<file path="src/rtl/rhc_pkg.sv">
package rhc_pkg;
    localparam int REG_W   = 32;
    localparam int CLR_POS = 31;

    typedef struct packed {
        logic clr;
        logic held;
    } ctl_t;
endpackage

</file>
<file path="src/rtl/rhc_sync.sv">
module rhc_sync #(
    parameter int STAGES = 2
) (
    input  logic clk,
    input  logic rst_n,
    input  logic async_i,
    output logic sync_o
);
    typedef struct packed {
        logic [STAGES-1:0] sh;
    } sync_st_t;

    sync_st_t st_d, st_q;

    always_comb begin
        st_d = st_q;
        if (STAGES > 1) begin
            st_d.sh = {st_q.sh[STAGES-2:0], async_i};
        end else begin
            st_d.sh = async_i;
        end
    end

    always_ff @(posedge clk or negedge rst_n) begin
        if (!rst_n) begin
            st_q.sh <= '1;
        end else begin
            st_q <= st_d;
        end
    end

    assign sync_o = st_q.sh[STAGES-1];
endmodule

</file>
<file path="src/rtl/rhc_counter.sv">
module rhc_counter #(
    parameter int CNT_W = 29
) (
    input  logic             clk,
    input  logic             rst_n,
    input  logic             held_i,
    input  logic             clr_i,
    output logic [CNT_W-1:0] cnt_o
);
    localparam logic [CNT_W-1:0] CNT_MAX = '1;
    localparam logic [CNT_W-1:0] CNT_ONE = CNT_W'(1);

    typedef struct packed {
        logic [CNT_W-1:0] cnt;
    } cnt_st_t;

    cnt_st_t st_d, st_q;

    always_comb begin
        st_d = st_q;
        if (clr_i) begin
            st_d.cnt = '0;
        end else if (held_i && (st_q.cnt != CNT_MAX)) begin
            st_d.cnt = st_q.cnt + CNT_ONE;
        end
    end

    always_ff @(posedge clk or negedge rst_n) begin
        if (!rst_n) begin
            st_q.cnt <= '0;
        end else begin
            st_q <= st_d;
        end
    end

    assign cnt_o = st_q.cnt;

    assert_clear_R7: assert property (@(posedge clk) disable iff (!rst_n)
        clr_i |=> (cnt_o == '0));

    assert_clear_wins_R9: assert property (@(posedge clk) disable iff (!rst_n)
        (clr_i && held_i) |=> (cnt_o == '0));

    assert_step_R3: assert property (@(posedge clk) disable iff (!rst_n)
        (held_i && !clr_i && cnt_o != CNT_MAX) |=> (cnt_o == $past(cnt_o) + CNT_ONE));

    assert_sat_hold_R4: assert property (@(posedge clk) disable iff (!rst_n)
        (held_i && !clr_i && cnt_o == CNT_MAX) |=> (cnt_o == CNT_MAX));

    assert_freeze_R5: assert property (@(posedge clk) disable iff (!rst_n)
        (!held_i && !clr_i) |=> $stable(cnt_o));
endmodule

</file>
<file path="src/rtl/rhold_meter.sv">
module rhold_meter #(
    parameter int CNT_W       = 29,
    parameter int SYNC_STAGES = 2
) (
    input  logic        clk,
    input  logic        rst_n,
    input  logic        btn_n,
    input  logic        wr_en,
    input  logic [31:0] wr_data,
    output logic [31:0] rd_data
);
    import rhc_pkg::*;

    localparam int PAD_W = REG_W - CNT_W;

    logic             btn_sync_n;
    logic [CNT_W-1:0] cnt;
    ctl_t             ctl;

    rhc_sync #(.STAGES(SYNC_STAGES)) u_sync (
        .clk     (clk),
        .rst_n   (rst_n),
        .async_i (btn_n),
        .sync_o  (btn_sync_n)
    );

    always_comb begin
        ctl.clr  = wr_en & wr_data[CLR_POS];
        ctl.held = ~btn_sync_n;
    end

    rhc_counter #(.CNT_W(CNT_W)) u_cnt (
        .clk    (clk),
        .rst_n  (rst_n),
        .held_i (ctl.held),
        .clr_i  (ctl.clr),
        .cnt_o  (cnt)
    );

    assign rd_data = {{PAD_W{1'b0}}, cnt};

    assert_upper_zero_R10: assert property (@(posedge clk) disable iff (!rst_n)
        rd_data[REG_W-1:CNT_W] == '0);

    assert_ignore_R8: assert property (@(posedge clk) disable iff (!rst_n)
        (wr_en && !wr_data[CLR_POS] && btn_sync_n) |=> $stable(rd_data));
endmodule

</file>
<file path="config.mk">
export PLATFORM = sky130hd
export DESIGN_NAME = rhold_meter
export DESIGN_NICKNAME = d
export VERILOG_FILES = /design/src/rtl/rhc_pkg.sv /design/src/rtl/rhc_sync.sv /design/src/rtl/rhc_counter.sv /design/src/rtl/rhold_meter.sv
export SDC_FILE = /design/constraint.sdc
export NUM_CORES = 1
export LEC_CHECK = 0
export ABC_AREA = 1
export BUFFER_PORTS_ARGS = -buffer_cell sky130_fd_sc_hd__buf_4
export CORE_UTILIZATION = 30
export CTS_BUF_LIST = sky130_fd_sc_hd__clkbuf_16
export DETAILED_ROUTE_END_ITERATION = 10
export PLACE_DENSITY = 0.64
export RECOVER_POWER = 100
export SLEW_MARGIN = 20
export SYNTH_ARGS = -nofsm -noshare
export SYNTH_HDL_FRONTEND = slang
export SYNTH_SLANG_ARGS = --single-unit
</file>
<file path="constraint.sdc">
create_clock -name clk -period 3.71 [get_ports clk]
set_input_delay 0.5565 -clock clk [delete_from_list [all_inputs] [get_ports clk]]
set_output_delay 0.5565 -clock clk [all_outputs]
set_load 0.02 [all_outputs]
</file>
### Word-level counts from Yosys, hierarchy flattened

Index checks and enable logic that the tools add are counted.

* register bits after elaboration: 31
* word-level logic and storage cells: 10

* add/sub/neg operators: 1
* equal/unequal tests: 1
* muxes and demuxes: 2
* bitwise logic cells: 2
* reductions and logical operators: 2

Operator list (number)
* 29-bit 2-to-1 mux: 2
* 29-bit by 1-bit adder with 29-bit output (second input constant): 1
* 29-bit != test (second input constant): 1
* 2-bit nonzero test: 1
* 1-bit AND: 1
* 1-bit logical AND: 1
* 1-bit NOT: 1

### Logic depth before layout (Yosys ltp)

Gate-level depths: netlist (run 1).

* depth after elaboration: 4
* depth in mapped cells: 12

### Hierarchy

From an unflattened synthesis (run 1), not the netlist that was laid out.

* cell total of the unflattened synthesis: 315
* area total of the unflattened synthesis: 2114.5 um^2

Modules (own cells, without submodules)
* rhc_counter: times used 1, cells an instance 306, area an instance 2024.4 um^2, sequential area each 725.7 um^2
* rhc_sync: times used 1, cells an instance 2, area an instance 52.6 um^2, sequential area each 52.6 um^2
* rhold_meter: times used 1, cells an instance 7, area an instance 37.5 um^2, sequential area each 0.0 um^2

### Worst setup path before layout (run 1)

No wires, ideal clock.

* path type: register to register
* from: register, netlist name u_cnt.cnt_o[0]
* to: register, netlist name u_cnt.cnt_o[20]
* library setup time: 0.066 ns
* arrival time: 1.716 ns
* data required time: 3.644 ns
* slack: 1.929 ns
* stages on the path, launching flop included: 10
* path buffers: 1
* cell sequence: dfrtp_1 > ha_1 > nand2_1 > nor2_2 > nand2_2 > nor2_8 > a21oi_1 > buf_4 > nand4_1 > nand2_1

* cells in the longest elaborated chain, start to end: 3

Ends and longest elaborated chain
* 29-bit by 1-bit adder with 29-bit output / 29-bit != test (equally long branches): RTL line rhc_counter.sv:24, rhc_counter.sv:23
* 29-bit 2-to-1 mux / 1-bit logical AND (equally long branches): RTL line rhc_counter.sv:23 `end else if (held_i && (st_q.cnt != CNT_MAX)) begin`
* 29-bit 2-to-1 mux / 2-bit nonzero test (equally long branches)

Several ways; a longest one is shown, not always the timed one. The select of a mux whose other input is x is not followed.
A chain may end at the register's enable or synchronous reset.

### Worst setup path in the final report (run 1)

* from: register, netlist name u_cnt.cnt_o[1]
* to: register, netlist name u_cnt.cnt_o[24]

* cells in the longest elaborated chain, start to end: 3

Ends and longest elaborated chain (RTL line)
* 29-bit by 1-bit adder with 29-bit output / 29-bit != test (equally long branches): rhc_counter.sv:24, rhc_counter.sv:23
* 29-bit 2-to-1 mux / 1-bit logical AND (equally long branches): rhc_counter.sv:23
* 29-bit 2-to-1 mux / 2-bit nonzero test (equally long branches)

Several ways; a longest one is shown, not always the timed one. The select of a mux whose other input is x is not followed.

==> run metrics, run 1 <==
status finished, violations left; failing checks design-rule violations, max-capacitance violations, max-slew violations; Clock Skews around 0.0034 ns; WP buf/inv 1; Hold Path Origin u_sync.st_q[0]$_DFF_PN1_; crit path kind reg -> reg; die width roughly 85 µm; asr flop ratio synth 100%; Pwr per Cell Area about 350 nW/µm²; switching pwr approximately 200 µW; Cell Rows 29; Critical Path End Type flip-flop; starting density of the core roughly a third; Setup violations, final 0; Final period util 69.7%; Pint approximately 600 µW; antenna-violating nets left 0; Comb power frac just over 8%; ANT cells 0; Setup crit start u_cnt.cnt_o[1]$_DFFE_PN0P_; Startpoint Class flip-flop; Crit-path slowest cell nor2_1; TritonCTS Buffers 5; CTS Hold Bufs 0; All-Layer GR Usage 15.5%; dpl hpwl approximately 3800 µm; Req. time, crit path around 3.9 ns; most frequent cells in the layout 126 x nand2_1, 42 x nor2_1, 30 x clkbuf_1; Slew @ Worst Pin roughly 1.7 ns; post-route insts no fill ~420; Max Clk Rate 387 MHz; # DRC 1; post-layout util 36.2%; Worst Path Arrival between 2 and 3 ns; core outline area approximately 6500 µm²; share of power burned in registers between 40% and 50%; CTS max path bufs 2; Syn Area/Cell 6.67 µm²; max-slew violations 32; crit path time final between 2 and 3 ns; mapped cell area approximately 2000 µm²; Post-Route Setup TNS 0 ns; TritonCTS clock tree built; Slew Limit Headroom -14.6%; commonest non-fill, non-tap cell in the layout nand2_1; io pins between 60 and 70; Area Growth Syn to Fin 14.4%; Via density approximately 4.7; IO buf count 33; clock share of power roughly 48%; Seq/Total Area, Yosys 38.1%; Total Die Area 7140 µm²; vias in the first global route about 1800; Synth Flop Type dfrtp_1; most used cell, CP nand2_1; via count about 2000; met3 usage 3.74%; GRT met1 Usage 20.5%; share of layout cells above drive strength 1 between 6 and 7%; max-cap violation count 1; initial antenna violation count 0; Crit path largest cell delay approximately 0.56 ns; largest net degree at the start of global routing 32; critical path cell sequence ha_1 -> nand2_1 -> nor2_2 -> nand2_2 -> nor2_1 -> nand2_4 -> nand2_4 -> nand2_1 -> clkinv_4 -> nand2_1 -> nand2_1; Post-CTS Setup Bufs 0; Initial DRC Count approximately 100; DRT Pass-1 Iters 7; Worst-Skew Late Latency 0.28 ns; Worst R2R Start u_cnt.cnt_o[1]$_DFFE_PN0P_; WL final between 5000 and 6000 µm; RSZ-0062 raised after global routing no; Post-synth EDFFs 0; global-route wire length before repair 8690 µm; WL/cell 12.2 µm; dpl cells approximately 410; Ys Warns 0; post-cts sizing count 0; HP Class reg -> reg; DIE HEIGHT between 80 and 90 µm; Hold Fails Final Rpt 0; nets roughly 380; Finished Cell Area between 2000 and 2500 µm²; met2 Track Usage GR ~25%; CTS Root Cell clkbuf_16; total power a little over 800 µW; peak supply drop between 0.15 and 0.2 mV; Mapped Cells a little over 300; Switching Share around a quarter; CP delay by family, top simple AND/OR/NAND/NOR gates; post-synth cell types 30; CTS HTree Levels 2; Post-DP Area ~2300 µm²; GR peak layer met2; total gr overflow 0; Lkg Pwr a little over 0.001 µW; clock sink total 31; CTS clock-pin slew for the worst setup and hold paths roughly 0.050 ns; GP Congestion between 0.8 and 0.9; CP Max Fanout 19; Yosys reg bits 31
-- cells in the mapped netlist, types with 4 or more instances --
master | number | share of area (%)
inv_1 | 23 | 4.2
nand3_1 | 22 | 5.4
nor2_1 | 40 | 7.4
nand4_1 | 7 | 2.1
a21oi_1 | 7 | 1.7
buf_4 | 4 | 1.5
o21ai_1 | 7 | 1.7
nand2_1 | 125 | 23
dfrtp_1 | 29 | 36
nor2_2 | 5 | 1.5
o21ai_0 | 7 | 1.7
-- worst reg2reg max path, stage by stage (launching register included) --
cell	delay, ns
dfrtp_1	0.39
ha_1	0.18
nand2_1	0.08
nor2_2	0.12
nand2_2	0.11
nor2_1	0.56
nand2_4	0.08
nand2_4	0.09
nand2_1	0.40
clkinv_4	0.34
nand2_1	0.08
nand2_1	0.07
-- power by group through the flow --
stage               combinational, µW  sequential [µW]  clock (µW)
global placement                 73.3              361           0
finish                           65.4              355         387
global route                     74.3              356         410
floorplan                        40.4              368           0
detailed placement               74.2              361           0
CTS                              74.3              355         394
-- registers in the layout (all words and copies together) (netlist names) --
register,cells
u_cnt.cnt_o,29
u_sync.st_q,2
-- stage by stage --
stage          hold WS [ns]  setup WS [ns]
3_5_place_dp          0.348           1.43
5_1_grt               0.359          0.829
3_3_place_gp          0.346           1.43
6_report              0.354           1.12
2_1_floorplan         0.261           1.93
4_1_cts               0.230           1.71
-- cells by family (layout without fill, tap and decap cells) --
kind of cell,after synthesis,in the layout,synth area share (%)
buffers and inverters,32,66,7.78
other,1,3,0.184
DFF,31,31,38.1
xor gates and xnor gates,6,6,2.57
and+or+nand+nor,212,212,44.9
adders and majority gates,1,1,0.613
AOI/OAI and AO/OA,23,23,5.88
-- worst paths after layout --
kind	endpoint	slack, ns	cells past startpoint
setup / recovery	u_cnt.cnt_o[24]$_DFFE_PN0P_	1.12	11
hold / removal	u_sync.st_q[1]$_DFF_PN1_	0.35	0
setup reg to reg	u_cnt.cnt_o[24]$_DFFE_PN0P_	1.12	11
hold reg to reg	u_sync.st_q[1]$_DFF_PN1_	0.35	0
max in group asynchronous	u_cnt.cnt_o[11]$_DFFE_PN0P_	1.99	1
min in group asynchronous	u_cnt.cnt_o[1]$_DFFE_PN0P_	0.73	1
-- layout make-up --
| cell class | count | area [µm²] |
|---|---|---|
| Clock buffer | 5 | 125 |
| Clock inverter | 3 | 12.5 |
| Multi-Input combinational cell | 245 | 1090 |
| Sequential cell | 31 | 778 |
| Timing Repair Buffer | 34 | 143 |
| Tap cell | 77 | 96.3 |
| Inverter | 24 | 95.1 |
| Fill cell | 697 | 4120 |
-- per-layer routing --
layer  routed length, µm  vias to the layer above
met5                   0                        -
met4                  93                        0
met3                 222                        7
met2                2280                       38
met1                2500                      905
li1                    -                     1028
Power figures use the tool's default switching activity.
==> inputs of run 2 (changes only) <==
clock period = 2.5 ns   (was 3.71 ns; I/O delays follow)
==> run 2 against run 1 <==
The flow still finishes with violations (design-rule violations, max-capacitance violations, max-slew violations). Sequential share of layout area shrank 0.60 points. Cell count grew 0.24%. Critical path depth shrank 2. Clock power grew 76%. Via count grew 0.61%. Combinational power grew 50%. Clock-buffer cell count is the same. Final area grew 1.8%. Register-to-register slack lost 0.70 ns. Utilization grew 0.66 points. Hold slack lost 0.15 ns. Setup slack lost 0.70 ns. Critical path type unchanged. Critical endpoint is now u_cnt.cnt_o[18]$_DFFE_PN0P_.
==> run metrics, run 2 (synthesized netlist as in run 1, its figures left out) <==
Crit-path slowest cell dfrtp_1 (was nor2_1); max-cap violation count 1 (unchanged); max-slew violations 32 (unchanged); antenna-violating nets left 0 (unchanged); Area Growth Syn to Fin 16.5% (was 14.4%); CTS HTree Levels 2 (unchanged); WL/cell 12.2 µm (about the same); IO buf count 33 (unchanged); share of layout cells above drive strength 1 6.71% (was 6.43%); Post-DP Area 2340 µm² (about the same); Finished Cell Area 2380 µm² (was 2340 µm²); DIE HEIGHT 84.5 µm (unchanged); die width 84.5 µm (unchanged); FF-to-FF path depth 9 (was 11); failing checks design-rule violations, max-capacitance violations, max-slew violations (unchanged); max reg flops 29 (unchanged); crit path time final 2.08 ns (was 2.59 ns); Post-Route Setup TNS 0 ns (unchanged); All-Layer GR Usage 15.3% (was 15.5%); clock sink total 31 (unchanged); Startpoint Class flip-flop (unchanged); initial antenna violation count 0 (unchanged); peak supply drop 0.219 mV (was 0.180 mV); CTS max path bufs 2 (unchanged); Req. time, crit path 2.71 ns (was 3.93 ns); status finished, violations left (unchanged); vias in the first global route 1879 (was 1833); CTS Hold Bufs 0 (unchanged); post-cts sizing count 0 (unchanged); core outline area 6460 µm² (unchanged); number of cells on the critical path 9 (was 11); io pins 68 (unchanged); Multi-input gate area 1100 µm² (was 1090 µm²); WP buf/inv 1 (unchanged); dpl hpwl 3800 µm (was 3760 µm); Max Clk Rate 480 MHz (was 387 MHz); Worst Path Arrival 2.29 ns (was 2.80 ns); nets 379 (was 378); # DRC 1 (unchanged); Post-CTS Setup Bufs 0 (unchanged); total gr overflow 0 (unchanged); CTS clock-pin slew for the worst setup and hold paths 0.05 ns (about the same); RSZ-0062 raised after global routing no (unchanged); Slew @ Worst Pin 1.64 ns (was 1.72 ns); TritonCTS Buffers 5 (unchanged); Initial DRC Count 107 (was 101); HP Class in -> reg (was reg -> reg); via count 1990 (was 1978); commonest non-fill, non-tap cell in the layout nand2_1 (unchanged); WL final 5100 µm (was 5090 µm); Crit path largest cell delay 0.41 ns (was 0.56 ns); CP Max Fanout 14 (was 19); post-layout util 36.8% (was 36.2%); Final period util 83.3% (was 69.7%); Slew Limit Headroom -9.09% (was -14.6%); crit path kind reg -> reg (unchanged); ANT cells 0 (unchanged); Worst-Skew Late Latency 0.27 ns (was 0.28 ns); Hold Fails Final Rpt 0 (unchanged); hold path cells 1 (was 0); Clock Skews 0.00467 ns (was 0.00340 ns); most frequent cells in the layout 127 x nand2_1, 42 x nor2_1, 30 x clkbuf_1 (was 126 x nand2_1, 42 x nor2_1, 30 x clkbuf_1); Pwr per Cell Area 549 nW/µm² (was 346 nW/µm²); DRT Pass-1 Iters 7 (unchanged); FF+latch area 778 µm² (unchanged); TritonCTS clock tree built (unchanged); GP Congestion 0.851 (was 0.832); Lkg Pwr 0.00106 µW (was 0.00104 µW); Setup violations, final 0 (unchanged); Cell Rows 29 (unchanged); WHS 0.208 ns (was 0.354 ns); CTS Root Cell clkbuf_16 (unchanged); Total Die Area 7140 µm² (unchanged); starting density of the core 31.6% (unchanged); Via density 4.74 (was 4.72); Critical Path End Type flip-flop (unchanged); critical path cell sequence ha_1 -> nand2_1 -> nor2_1 -> nand2_1 -> nor2_8 -> a21oi_1 -> clkbuf_2 -> nand3_1 -> nand2_1 (was ha_1 -> nand2_1 -> nor2_2 -> nand2_2 -> nor2_1 -> nand2_4 -> nand2_4 -> nand2_1 -> clkinv_4 -> nand2_1 -> nand2_1); global-route wire length before repair 8850 µm (was 8690 µm); CP delay by family, top simple AND/OR/NAND/NOR gates (unchanged); most used cell, CP nand2_1 (unchanged); Fillers 740 (was 697); largest net degree at the start of global routing 32 (unchanged)
[run 2: cell count changes in the layout (fill, tap and decap cells not counted), sizes merged]
cell | before | now
inv | 25 | 23
bufinv | 0 | 1
clkbuf | 36 | 37
clkinv | 2 | 3
[run 2: per-layer routing]
layer	GRT usage [%]	wire, µm	up-vias
li1	-	-	1031
met1	20.4	2470	920
met2	25.4	2400	37
met3	3.15	214	2
met4	3.85	19	0
met5	0	0	-
[run 2: final timing paths]
| kind | start | end | slack [ns] |
|---|---|---|---|
| hold reg to reg | u_sync.st_q[0]$_DFF_PN1_ | u_sync.st_q[1]$_DFF_PN1_ | 0.35 |
| hold / removal | btn_n | u_sync.st_q[0]$_DFF_PN1_ | 0.21 |
| max in group asynchronous | rst_n | u_cnt.cnt_o[24]$_DFFE_PN0P_ | 1.04 |
| setup reg to reg | u_cnt.cnt_o[1]$_DFFE_PN0P_ | u_cnt.cnt_o[18]$_DFFE_PN0P_ | 0.42 |
| setup / recovery | u_cnt.cnt_o[1]$_DFFE_PN0P_ | u_cnt.cnt_o[18]$_DFFE_PN0P_ | 0.42 |
| min in group asynchronous | rst_n | u_cnt.cnt_o[3]$_DFFE_PN0P_ | 0.52 |
[run 2: report_power, final]
part	total, µW	internal (µW)	switching [µW]
clock	680	464	216
combinational	97.9	24.3	73.6
sequential	527	516	11.2
total	1300	1000	301
[run 2: final cells by class]
cell class                 count  share of cell area (%)
clock buffer                   5                    5.26
clock inverter                 3                    1.63
inverter                      24                    4.00
multi-input combinational    245                    46.1
sequential                    31                    32.7
tap                           77                    4.05
timing repair buffer          35                    6.21
[run 2: through the flow]
step           total power (µW)  worst slack [ns]  cells
4_1_cts                    1330             0.601    420
2_1_floorplan               606             0.719    308
3_3_place_gp                644             0.666    412
5_1_grt                    1350             0.226    420
6_report                   1300             0.419    420
3_5_place_dp                645             0.625    412
